<file path="src/rtl/ssm_pkg.sv">
package ssm_pkg;
  localparam int ADDR_W = 5;
  localparam logic [ADDR_W-1:0] OFS_CTRLA = 5'h00;
  localparam logic [ADDR_W-1:0] OFS_CTRLB = 5'h04;
  localparam logic [ADDR_W-1:0] OFS_DATA  = 5'h08;
  localparam logic [ADDR_W-1:0] OFS_STAT  = 5'h0C;
  localparam logic [ADDR_W-1:0] OFS_PRE   = 5'h10;

  typedef enum logic {ST_IDLE, ST_XFER} xfer_state_t;

  // strobes from bit-timing control to the datapath
  typedef struct packed {
    logic load;    // pop transmit FIFO into the shifter, clear receive shifter
    logic shift;   // present the next output bit
    logic sample;  // capture one input bit
    logic finish;  // word complete, push receive word
  } strobe_t;
endpackage

</file>
<file path="src/rtl/ssm_fifo.sv">
module ssm_fifo #(
  parameter int WIDTH = 16,
  parameter int DEPTH = 8
) (
  input  logic             clk,
  input  logic             rstN,
  input  logic             push,
  input  logic             pop,
  input  logic [WIDTH-1:0] wData,
  output logic [WIDTH-1:0] rData,
  output logic             empty,
  output logic             full
);
  localparam int PTR_W = (DEPTH > 1) ? $clog2(DEPTH) : 1;
  localparam int CNT_W = $clog2(DEPTH + 1);

  logic [WIDTH-1:0] store [DEPTH];
  logic [PTR_W-1:0] wrPtr, rdPtr;
  logic [CNT_W-1:0] count;
  logic doPush, doPop;

  assign empty  = (count == '0);
  assign full   = (count == CNT_W'(DEPTH));
  assign doPush = push && !full;
  assign doPop  = pop && !empty;
  assign rData  = store[rdPtr];

  function automatic logic [PTR_W-1:0] bump(input logic [PTR_W-1:0] p);
    return (p == PTR_W'(DEPTH - 1)) ? '0 : p + PTR_W'(1);
  endfunction

  always_ff @(posedge clk) begin
    if (doPush) store[wrPtr] <= wData;
  end

  always_ff @(posedge clk or negedge rstN) begin
    if (!rstN) begin
      wrPtr <= '0;
      rdPtr <= '0;
      count <= '0;
    end else begin
      if (doPush) wrPtr <= bump(wrPtr);
      if (doPop)  rdPtr <= bump(rdPtr);
      if (doPush && !doPop)      count <= count + CNT_W'(1);
      else if (doPop && !doPush) count <= count - CNT_W'(1);
    end
  end
endmodule

</file>
<file path="src/rtl/ssm_ctrl.sv">
module ssm_ctrl
  import ssm_pkg::*;
#(
  parameter int WW_W = 5
) (
  input  logic            clk,
  input  logic            rstN,
  input  logic            enable,
  input  logic            txEmpty,
  input  logic [6:0]      halfPre,
  input  logic [7:0]      scr,
  input  logic [WW_W-1:0] wordW,
  input  logic            pha,
  output strobe_t         stb,
  output logic            sclkLvl,
  output logic            frameN,
  output logic            active
);
  localparam int EC_W = WW_W + 1;

  xfer_state_t state;
  logic [6:0]      preCnt;
  logic [7:0]      scrCnt;
  logic [EC_W-1:0] edgeCnt, nextEdge, lastEdge;
  logic preWrap, scrWrap, halfTick, edgeStep, finishStep, oddEdge;

  assign preWrap    = (preCnt == halfPre - 7'd1);
  assign scrWrap    = (scrCnt == scr);
  assign halfTick   = (state == ST_XFER) && preWrap && scrWrap;
  assign lastEdge   = {wordW, 1'b0};
  assign nextEdge   = edgeCnt + EC_W'(1);
  assign oddEdge    = nextEdge[0];
  assign edgeStep   = halfTick && (edgeCnt != lastEdge);
  assign finishStep = halfTick && (edgeCnt == lastEdge);
  assign active     = (state == ST_XFER);

  always_comb begin
    stb.finish = finishStep;
    stb.sample = edgeStep && (pha ? !oddEdge : oddEdge);
    stb.shift  = edgeStep && (pha ? (oddEdge && nextEdge != EC_W'(1))
                                  : (!oddEdge && nextEdge != lastEdge));
    stb.load   = enable && !txEmpty && ((state == ST_IDLE) || finishStep);
  end

  always_ff @(posedge clk or negedge rstN) begin
    if (!rstN) begin
      state   <= ST_IDLE;
      preCnt  <= '0;
      scrCnt  <= '0;
      edgeCnt <= '0;
      sclkLvl <= 1'b0;
      frameN  <= 1'b1;
    end else if (stb.load) begin
      state   <= ST_XFER;
      frameN  <= 1'b0;
      preCnt  <= '0;
      scrCnt  <= '0;
      edgeCnt <= '0;
      sclkLvl <= 1'b0;
    end else if (finishStep) begin
      state   <= ST_IDLE;
      frameN  <= 1'b1;
      preCnt  <= '0;
      scrCnt  <= '0;
      edgeCnt <= '0;
    end else if (state == ST_XFER) begin
      if (preWrap) begin
        preCnt <= '0;
        scrCnt <= scrWrap ? '0 : scrCnt + 8'd1;
      end else begin
        preCnt <= preCnt + 7'd1;
      end
      if (halfTick) begin
        edgeCnt <= nextEdge;
        sclkLvl <= ~sclkLvl;
      end
    end
  end
endmodule

</file>
<file path="src/rtl/ssm_datapath.sv">
module ssm_datapath
  import ssm_pkg::*;
#(
  parameter int DATA_W  = 16,
  parameter int DEPTH   = 8,
  parameter int WW_W    = $clog2(DATA_W) + 1
) (
  input  logic              clk,
  input  logic              rstN,
  input  logic              busSel,
  input  logic              busWrite,
  input  logic [ADDR_W-1:0] busAddr,
  input  logic [DATA_W-1:0] busWdata,
  output logic [DATA_W-1:0] busRdata,
  input  strobe_t           stb,
  input  logic              active,
  input  logic              miso,
  output logic              mosi,
  output logic              cfgRun,
  output logic              cfgPol,
  output logic              cfgPha,
  output logic [7:0]        cfgScr,
  output logic [6:0]        halfPre,
  output logic [WW_W-1:0]   wordW,
  output logic              txEmpty
);
  localparam int WC_W = $clog2(DATA_W);

  logic [DATA_W-1:0] ctrlA;
  logic [2:0]        ctrlB;
  logic [7:0]        preReg, preEff;
  logic [WC_W-1:0]   wcode;
  logic [DATA_W-1:0] txShift, rxShift, txHead, rxHead, wMask;
  logic txFull, rxEmpty, rxFull, inBit;
  logic wrA, wrB, wrPre, wrData, rdData;

  assign wrA    = busSel && busWrite && (busAddr == OFS_CTRLA);
  assign wrB    = busSel && busWrite && (busAddr == OFS_CTRLB);
  assign wrPre  = busSel && busWrite && (busAddr == OFS_PRE);
  assign wrData = busSel && busWrite && (busAddr == OFS_DATA);
  assign rdData = busSel && !busWrite && (busAddr == OFS_DATA);

  assign cfgScr  = ctrlA[15:8];
  assign cfgPha  = ctrlA[7];
  assign cfgPol  = ctrlA[6];
  assign wcode   = ctrlA[WC_W-1:0];
  assign cfgRun  = ctrlB[1];
  assign wordW   = (wcode < WC_W'(3)) ? WW_W'(4) : WW_W'(wcode) + WW_W'(1);
  assign preEff  = (preReg < 8'd2) ? 8'd2 : preReg;
  assign halfPre = preEff[7:1];

  always_comb begin
    for (int i = 0; i < DATA_W; i++) wMask[i] = (i < int'(wordW));
  end

  always_ff @(posedge clk or negedge rstN) begin
    if (!rstN) begin
      ctrlA  <= '0;
      ctrlB  <= '0;
      preReg <= '0;
    end else begin
      if (wrA && !cfgRun)   ctrlA  <= busWdata;
      if (wrB)              ctrlB  <= busWdata[2:0];
      if (wrPre && !cfgRun) preReg <= {busWdata[7:1], 1'b0};
    end
  end

  ssm_fifo #(.WIDTH(DATA_W), .DEPTH(DEPTH)) u_txq (
    .clk(clk), .rstN(rstN), .push(wrData), .pop(stb.load),
    .wData(busWdata), .rData(txHead), .empty(txEmpty), .full(txFull)
  );

  ssm_fifo #(.WIDTH(DATA_W), .DEPTH(DEPTH)) u_rxq (
    .clk(clk), .rstN(rstN), .push(stb.finish), .pop(rdData),
    .wData(rxShift & wMask), .rData(rxHead), .empty(rxEmpty), .full(rxFull)
  );

  assign mosi  = txShift[wordW - WW_W'(1)];
  assign inBit = ctrlB[0] ? mosi : miso;

  always_ff @(posedge clk or negedge rstN) begin
    if (!rstN) begin
      txShift <= '0;
      rxShift <= '0;
    end else begin
      if (stb.load)       txShift <= txHead;
      else if (stb.shift) txShift <= {txShift[DATA_W-2:0], 1'b0};
      if (stb.load)        rxShift <= '0;
      else if (stb.sample) rxShift <= {rxShift[DATA_W-2:0], inBit};
    end
  end

  always_comb begin
    case (busAddr)
      OFS_CTRLA: busRdata = ctrlA;
      OFS_CTRLB: busRdata = {{(DATA_W-3){1'b0}}, ctrlB};
      OFS_DATA:  busRdata = rxEmpty ? '0 : rxHead;
      OFS_STAT:  busRdata = {{(DATA_W-5){1'b0}}, (active || !txEmpty),
                             rxFull, !rxEmpty, !txFull, txEmpty};
      OFS_PRE:   busRdata = {{(DATA_W-8){1'b0}}, preReg};
      default:   busRdata = '0;
    endcase
  end
endmodule

</file>
<file path="src/rtl/sync_serial_master.sv">
module sync_serial_master
  import ssm_pkg::*;
#(
  parameter int DATA_W = 16,
  parameter int DEPTH  = 8
) (
  input  logic              clk,
  input  logic              rstN,
  input  logic              busSel,
  input  logic              busWrite,
  input  logic [ADDR_W-1:0] busAddr,
  input  logic [DATA_W-1:0] busWdata,
  output logic [DATA_W-1:0] busRdata,
  output logic              sclk,
  output logic              mosi,
  input  logic              miso,
  output logic              frameN
);
  localparam int WW_W = $clog2(DATA_W) + 1;

  strobe_t         stb;
  logic            active, txEmpty, cfgRun, cfgPol, cfgPha, sclkLvl;
  logic [7:0]      cfgScr;
  logic [6:0]      halfPre;
  logic [WW_W-1:0] wordW;

  ssm_datapath #(.DATA_W(DATA_W), .DEPTH(DEPTH), .WW_W(WW_W)) u_dp (
    .clk(clk), .rstN(rstN), .busSel(busSel), .busWrite(busWrite),
    .busAddr(busAddr), .busWdata(busWdata), .busRdata(busRdata),
    .stb(stb), .active(active), .miso(miso), .mosi(mosi),
    .cfgRun(cfgRun), .cfgPol(cfgPol), .cfgPha(cfgPha), .cfgScr(cfgScr),
    .halfPre(halfPre), .wordW(wordW), .txEmpty(txEmpty)
  );

  ssm_ctrl #(.WW_W(WW_W)) u_ctrl (
    .clk(clk), .rstN(rstN), .enable(cfgRun), .txEmpty(txEmpty),
    .halfPre(halfPre), .scr(cfgScr), .wordW(wordW), .pha(cfgPha),
    .stb(stb), .sclkLvl(sclkLvl), .frameN(frameN), .active(active)
  );

  assign sclk = sclkLvl ^ cfgPol;
endmodule

</file>
<file path="config.mk">
export PLATFORM = sky130hd
export DESIGN_NAME = sync_serial_master
export DESIGN_NICKNAME = d
export VERILOG_FILES = /design/src/rtl/ssm_pkg.sv /design/src/rtl/ssm_fifo.sv /design/src/rtl/ssm_ctrl.sv /design/src/rtl/ssm_datapath.sv /design/src/rtl/sync_serial_master.sv
export SDC_FILE = /design/constraint.sdc
export NUM_CORES = 1
export LEC_CHECK = 0
export CAP_MARGIN = 10
export CORE_ASPECT_RATIO = 0.9
export CORE_MARGIN = 1.5
export CORE_UTILIZATION = 60
export DETAILED_ROUTE_END_ITERATION = 12
export PLACE_DENSITY_LB_ADDON = 0.08
export SKIP_LAST_GASP = 1
export SLEW_MARGIN = 20
export SYNTH_ARGS = -nofsm -noshare
export SYNTH_HDL_FRONTEND = slang
export SYNTH_SLANG_ARGS = --single-unit
export TNS_END_PERCENT = 100
</file>
<file path="constraint.sdc">
create_clock -name clk -period 7.6 [get_ports clk]
set_clock_uncertainty 0.05 [all_clocks]
set_input_delay 1.14 -clock clk [delete_from_list [all_inputs] [get_ports clk]]
set_output_delay 1.14 -clock clk [all_outputs]
set_load 0.05 [all_outputs]
</file>
==> flow_summary.yaml, run 1 <==
outcome:
  status: "finished, final reports clean"
pwr:
  cell_leakage_power_nw: 6.36
  power.density_nw_per_um2: 282
  vdd.ir_drop.worst_v: 0.000207
sta:
  worst_slew_pin_slew_ps: 1080
  setup_tns_ps: 0
  grt_setup_unrepaired: "false"
  hold_violations: 0
  finalWorstSetupSlack_ps: 1520
  setup_viol_count_final: 0
  fmax_ghz: 0.164
  final.min_clock_period_ps: 6080
  maxSlewHeadroom_pct: 27.4
  slew_viol_final: 0
  final_min_period_over_clock_period_pct: 80.0
yosys:
  syn_area_um2: 16100
  synth-seq-area-share_pct: 63.7
  post_synth_inst_count: 1048
  yosysUniqueCellTypes: 70
  ys_dominant_reg_cell: "edfxtp_1"
  synth-edff-count: 256
  yosysWarningCount: 0
  number_of_synthesized_register_bits: 358
  async_flop_share_pct: 28.5
  syn_nets: 1098
  post_synth.cell_area_avg_um2: 15.3
placed_design:
  place.port_buffers: 44
  placedInstanceArea_um2: 17000
  dp.cells: 1417
  pre_cts_slack_ps: 1700
  globalplace.congestion: 0.891
  dp.final_hpwl_um: 23400
worst_setup_path:
  critical_path.n_buffers_inverters: 2
  regToRegStartpoint: "u_dp.ctrlA[0]"
  cpMaxStageDelayCell: "clkdlybuf4s50_1"
  timing.critical_path.to_type: "output port"
  crit_fanout: 24
  startpoint_type: "flop"
  crit_type: "reg -> out"
  critical_path_arrival_ps: 4890
  crit_path_cell_trace: "ha_1 -> nor3_1 -> nor2_1 -> inv_1 -> ha_1 -> mux4_2 -> mux2i_1 -> mux2i_1 -> clkdlybuf4s50_1"
  setup.worst_path.start: "u_dp.ctrlA[0]"
  cpLargestDelayFamily: "adder cells"
  cp_slowest_stage_delay_ps: 880
  timing.critical_path.required_ps: 6410
global_route:
  grt_residual_overflow: 0
  grt_usage_pct: 26.2
  grt_first_pass_wirelength_um: 54000
  antenna_found_initial: 2
  maximum_number_of_pins_on_one_net_before_global_route_repair: 64
  grt_pass1_vias: 9056
floorplanning:
  floorplan.initialDensity_pct: 61.3
  core_region_area_um2: 26200
  die_x_um: 176
  height_of_the_chip_um: 158
  die_area_um2: 27800
  floorplan.io_pins: 45
  fp-row-count: 56
hold_path:
  holdCritStartpoint: "u_dp.u_rxq.count[3]"
  hold_path_class: "reg -> reg"
clocking:
  clock_sink_count: 358
  ctsHtreeMaxLevel: 2
  post_cts_setup_repair_buffer_count: 0
  cts_repair_resizes: 0
  tritoncts: "yes"
  clock_tree.buffer_depth: 3
  cts-buffers-inserted: 36
  cts_hold_buf: 0
  insertion_delay_ps: 520
  root_buffer: "clkbuf_16"
  clk_transition_reported_paths_ps: 60
drt:
  avgRoutedWirePerCell_um: 23.5
  detailroute.via_count: 9228
  drt_drc_violations_left: 0
  postRouteWirelength_um: 34800
  avgViaCountPerCell: 6.22
  drtPass1Iterations: 5
  first_iter_violations: 916
  ant_nets: 0
finish:
  fraction_of_layout_cells_with_a_size_suffix_above_1_pct: 18.6
  areaGrowthSynthToFinish_pct: 13.1
  most_common_cell_after_layout_fill_and_taps_aside: "edfxtp_1"
  total_number_of_nets_in_the_final_design: 1157
  final_cells: 1483
  final_cell_mix: "256 x edfxtp_1, 98 x dfrtp_1, 87 x mux2i_1, 68 x mux4_2, 63 x nor2_1"
  layout.cell_area.non_filler_um2: 18200
job:
  maximum_capacitance_violations: 0
## kinds of logic after synthesis
family	share of synthesized area, %
buffers and inverters	1.97
xor gates and xnor gates	2.27
DFF	63.7
muxes	17.8
adders and majority gates	2.02
AOI/OAI and AO/OA	5.29
and+or+nand+nor	6.96
## worst paths after layout
kind | end | cells past startpoint | slack, ps
worst max-delay path | mosi | 9 | 1520
worst min-delay path | u_dp.u_rxq.count[3] | 1 | 430
worst max register to register | u_dp.u_rxq.count[3] | 15 | 2450
worst min register to register | u_dp.u_rxq.count[3] | 1 | 430
max in group asynchronous | u_dp.u_rxq.rdPtr[0] | 2 | 5630
min in group asynchronous | u_ctrl.preCnt[0] | 1 | 560
## stage by stage
| step | total power, mW | hold WS [ps] | util, % |
|---|---|---|---|
| 3_3_place_gp | 3.43 | 428 | 65.0 |
| 3_5_place_dp | 3.46 | 425 | 65.0 |
| 4_1_cts | 5.17 | 433 | 69.3 |
| 2_1_floorplan | 3.16 | 404 | - |
| 6_report | 5.13 | 433 | 69.3 |
| 5_1_grt | 5.36 | 453 | 69.3 |
## power by group
group / internal [mW] / leakage, nW / switching [mW]
Sequential: 2.22 / 3.70 / 0.180
Combinational: 0.485 / 2.12 / 0.542
Clock: 1.00 / 0.547 / 0.704
## layer usage
layer  global-route usage [%]  wire length (um)  up-vias
met3                     5.83              2620       39
met1                     41.2             16600     4692
met4                     6.23               530        2
met5                        0                13        -
li1                         -                 -     4182
met2                     37.5             15100      313
## synthesized netlist by cell type, drive strengths merged, types with 18 or more instances
cell    instances  area [um^2]
a21oi          18         90.1
buf            18         83.8
clkbuf         35          131
dfrtp         101         2530
edfxtp        256         7690
ha             22          275
inv            27          101
mux2           40          450
mux2i          87          871
mux4           68         1530
nand2          49          184
nor2           64          243
o21ai          46          230
xnor2          27          236
## area by class of cell
| cell class | count | area [um^2] |
|---|---|---|
| Sequential cell | 358 | 10200 |
| Fill cell | 1795 | 8030 |
| Multi-Input combinational cell | 610 | 5590 |
| Clock buffer | 52 | 981 |
| Timing Repair Buffer | 74 | 663 |
| Tap cell | 348 | 435 |
| Clock inverter | 13 | 156 |
| Inverter | 27 | 101 |
| Antenna cell | 1 | 2.50 |
## flip-flops by register name (all words and copies together), names as in the netlist, 4 cells and up
signal and cells:
u_dp.u_txq.store 128, u_dp.u_rxq.count 4, u_dp.u_rxq.store 128, u_dp.txShift 16, u_ctrl.preCnt 7, u_ctrl.scrCnt 8, u_ctrl.edgeCnt 6, u_dp.preReg 7
u_dp.rxShift 16, u_dp.u_txq.count 4, u_dp.ctrlA 16
Power figures use the tool's default switching activity.
==> inputs of run 2 (changes only) <==
clock period = 5.98 ns   (was 7.6 ns; I/O delays follow)
==> flow_summary.yaml, run 2 (synthesis gave the netlist of run 1 again) <==
sta:
  final_min_period_over_clock_period_pct: 90.9
  maxSlewHeadroom_pct: 35.1
  fmax_ghz: 0.184
  final.min_clock_period_ps: 5440
  setup_tns_ps: 0
  setup_viol_count_final: 0
  finalWorstSetupSlack_ps: 542
  worst_slew_pin_slew_ps: 973
  hold_violations: 0
  final.hold.worst_slack_ps: 379
  grt_setup_unrepaired: "false"
  slew_viol_final: 0
worst_setup_path:
  regToRegStartpoint: "u_dp.ctrlA[0]"
  worstRegToRegCells: 16
  timing.critical_path.to_type: "output port"
  crit_type: "reg -> out"
  setup.worst_path.start: "u_dp.ctrlA[0]"
  cpLargestDelayFamily: "buffers and inverters"
  cpMaxStageDelayCell: "clkdlybuf4s50_1"
  critical_path_arrival_ps: 4490
  crit_fanout: 24
  cp.depth: 10
  timing.critical_path.required_ps: 5030
  critical_path.n_buffers_inverters: 3
  crit_path_cell_trace: "ha_1 -> nor3_1 -> nor2_1 -> buf_4 -> inv_1 -> ha_1 -> mux4_2 -> mux2i_1 -> mux2i_1 -> clkdlybuf4s50_1"
  cp_slowest_stage_delay_ps: 870
  startpoint_type: "flop"
placed_design:
  place.port_buffers: 44
  globalplace.congestion: 0.863
  pre_cts_slack_ps: 1070
  dp.final_hpwl_um: 23200
  dp.cells: 1421
  placedInstanceArea_um2: 17100
finish:
  final_cells: 1489
  fraction_of_layout_cells_with_a_size_suffix_above_1_pct: 19.5
  top_regs: "u_dp.u_rxq.store: 128 flops, u_dp.u_txq.store: 128 flops"
  layout.cell_area.non_filler_um2: 18300
  most_common_cell_after_layout_fill_and_taps_aside: "edfxtp_1"
  finish.utilization_pct: 69.7
  final_cell_mix: "256 x edfxtp_1, 98 x dfrtp_1, 87 x mux2i_1, 68 x mux4_2, 63 x nor2_1"
  areaGrowthSynthToFinish_pct: 13.6
  number_of_fill_cells_in_the_layout: 1775
  total_number_of_nets_in_the_final_design: 1162
drt:
  avgViaCountPerCell: 6.27
  ant_nets: 0
  avgRoutedWirePerCell_um: 23.8
  drt_drc_violations_left: 0
  postRouteWirelength_um: 35400
  detailroute.via_count: 9341
  first_iter_violations: 895
  drtPass1Iterations: 5
hold_path:
  hold_path_class: "in -> async"
pwr:
  finalPower_mw: 6.62
  cell_leakage_power_nw: 6.37
  power.density_nw_per_um2: 362
  vdd.ir_drop.worst_v: 0.000280
clocking:
  clock_tree.buffer_depth: 3
  cts_repair_resizes: 0
  cts_hold_buf: 0
  post_cts_setup_repair_buffer_count: 0
  clock_sink_count: 358
  tritoncts: "yes"
  root_buffer: "clkbuf_16"
  cts-buffers-inserted: 37
  ctsHtreeMaxLevel: 2
  insertion_delay_ps: 520
  clk_transition_reported_paths_ps: 60
floorplanning:
  floorplan.initialDensity_pct: 61.3
  floorplan.io_pins: 45
  die_x_um: 176
  core_region_area_um2: 26200
  die_area_um2: 27800
  fp-row-count: 56
  height_of_the_chip_um: 158
global_route:
  antenna_found_initial: 2
  maximum_number_of_pins_on_one_net_before_global_route_repair: 55
  grt_usage_pct: 26.6
  grt_residual_overflow: 0
  grt_pass1_vias: 9267
  grt_first_pass_wirelength_um: 54400
job:
  maximum_capacitance_violations: 0
outcome:
  status: "finished, final reports clean"
==> run 2: cell types whose count changed in the layout (fill, tap and decap cells not counted), sizes merged <==
cell,before,now
bufinv,3,2
buf,31,35
clkinv,8,4
clkbuf,52,56
clkinvlp,1,3
inv,28,29
==> run 2: worst paths after layout <==
path	slack [ps]	to
worst max register to register	1060	u_dp.u_txq.count[3]
min in group clk	440	u_dp.u_rxq.count[3]
worst min-delay path	380	u_dp.ctrlA[8]
max in group asynchronous	4260	u_dp.u_rxq.rdPtr[1]
worst max-delay path	540	mosi
worst min register to register	440	u_dp.u_rxq.count[3]
==> run 2: worst register-to-register path, stage by stage, from the launching register on <==
cell,delay (ps)
dfrtp_1,600
ha_1,580
o31ai_1,780
xor2_1,260
nand4_1,180
nor2_1,360
a41oi_1,380
nor2_4,180
inv_1,90
ha_1,210
inv_1,140
ha_1,260
a21o_1,180
a21oi_1,180
xnor2_1,80
nor2_1,140
xor2_1,200
==> run 2: report_power, final <==
part | switching [mW] | internal, mW | total, mW
combinational | 0.676 | 0.624 | 1.30
sequential | 0.251 | 2.82 | 3.07
clock | 0.919 | 1.33 | 2.25
==> run 2: layout make-up <==
class,instances,area (um^2),area share (%)
Antenna cell,1,2.50,0.0137
Timing Repair Buffer,78,693,3.80
Clock inverter,11,120,0.658
Tap cell,348,435,2.39
Inverter,27,101,0.555
Sequential cell,358,10200,56.1
Multi-Input combinational cell,610,5590,30.6
Clock buffer,56,1070,5.85
==> run 2: per-layer routing <==
layer  part of all wire (%)  up-vias  GRT usage (%)  routed length, um
li1                       -     4185              -                  -
met1                     47     4790           40.3              16500
met2                     44      322           39.3              15500
met3                    8.1       42           7.02               2880
met4                    1.6        2           5.66                549
met5                  0.025        -              0                  9
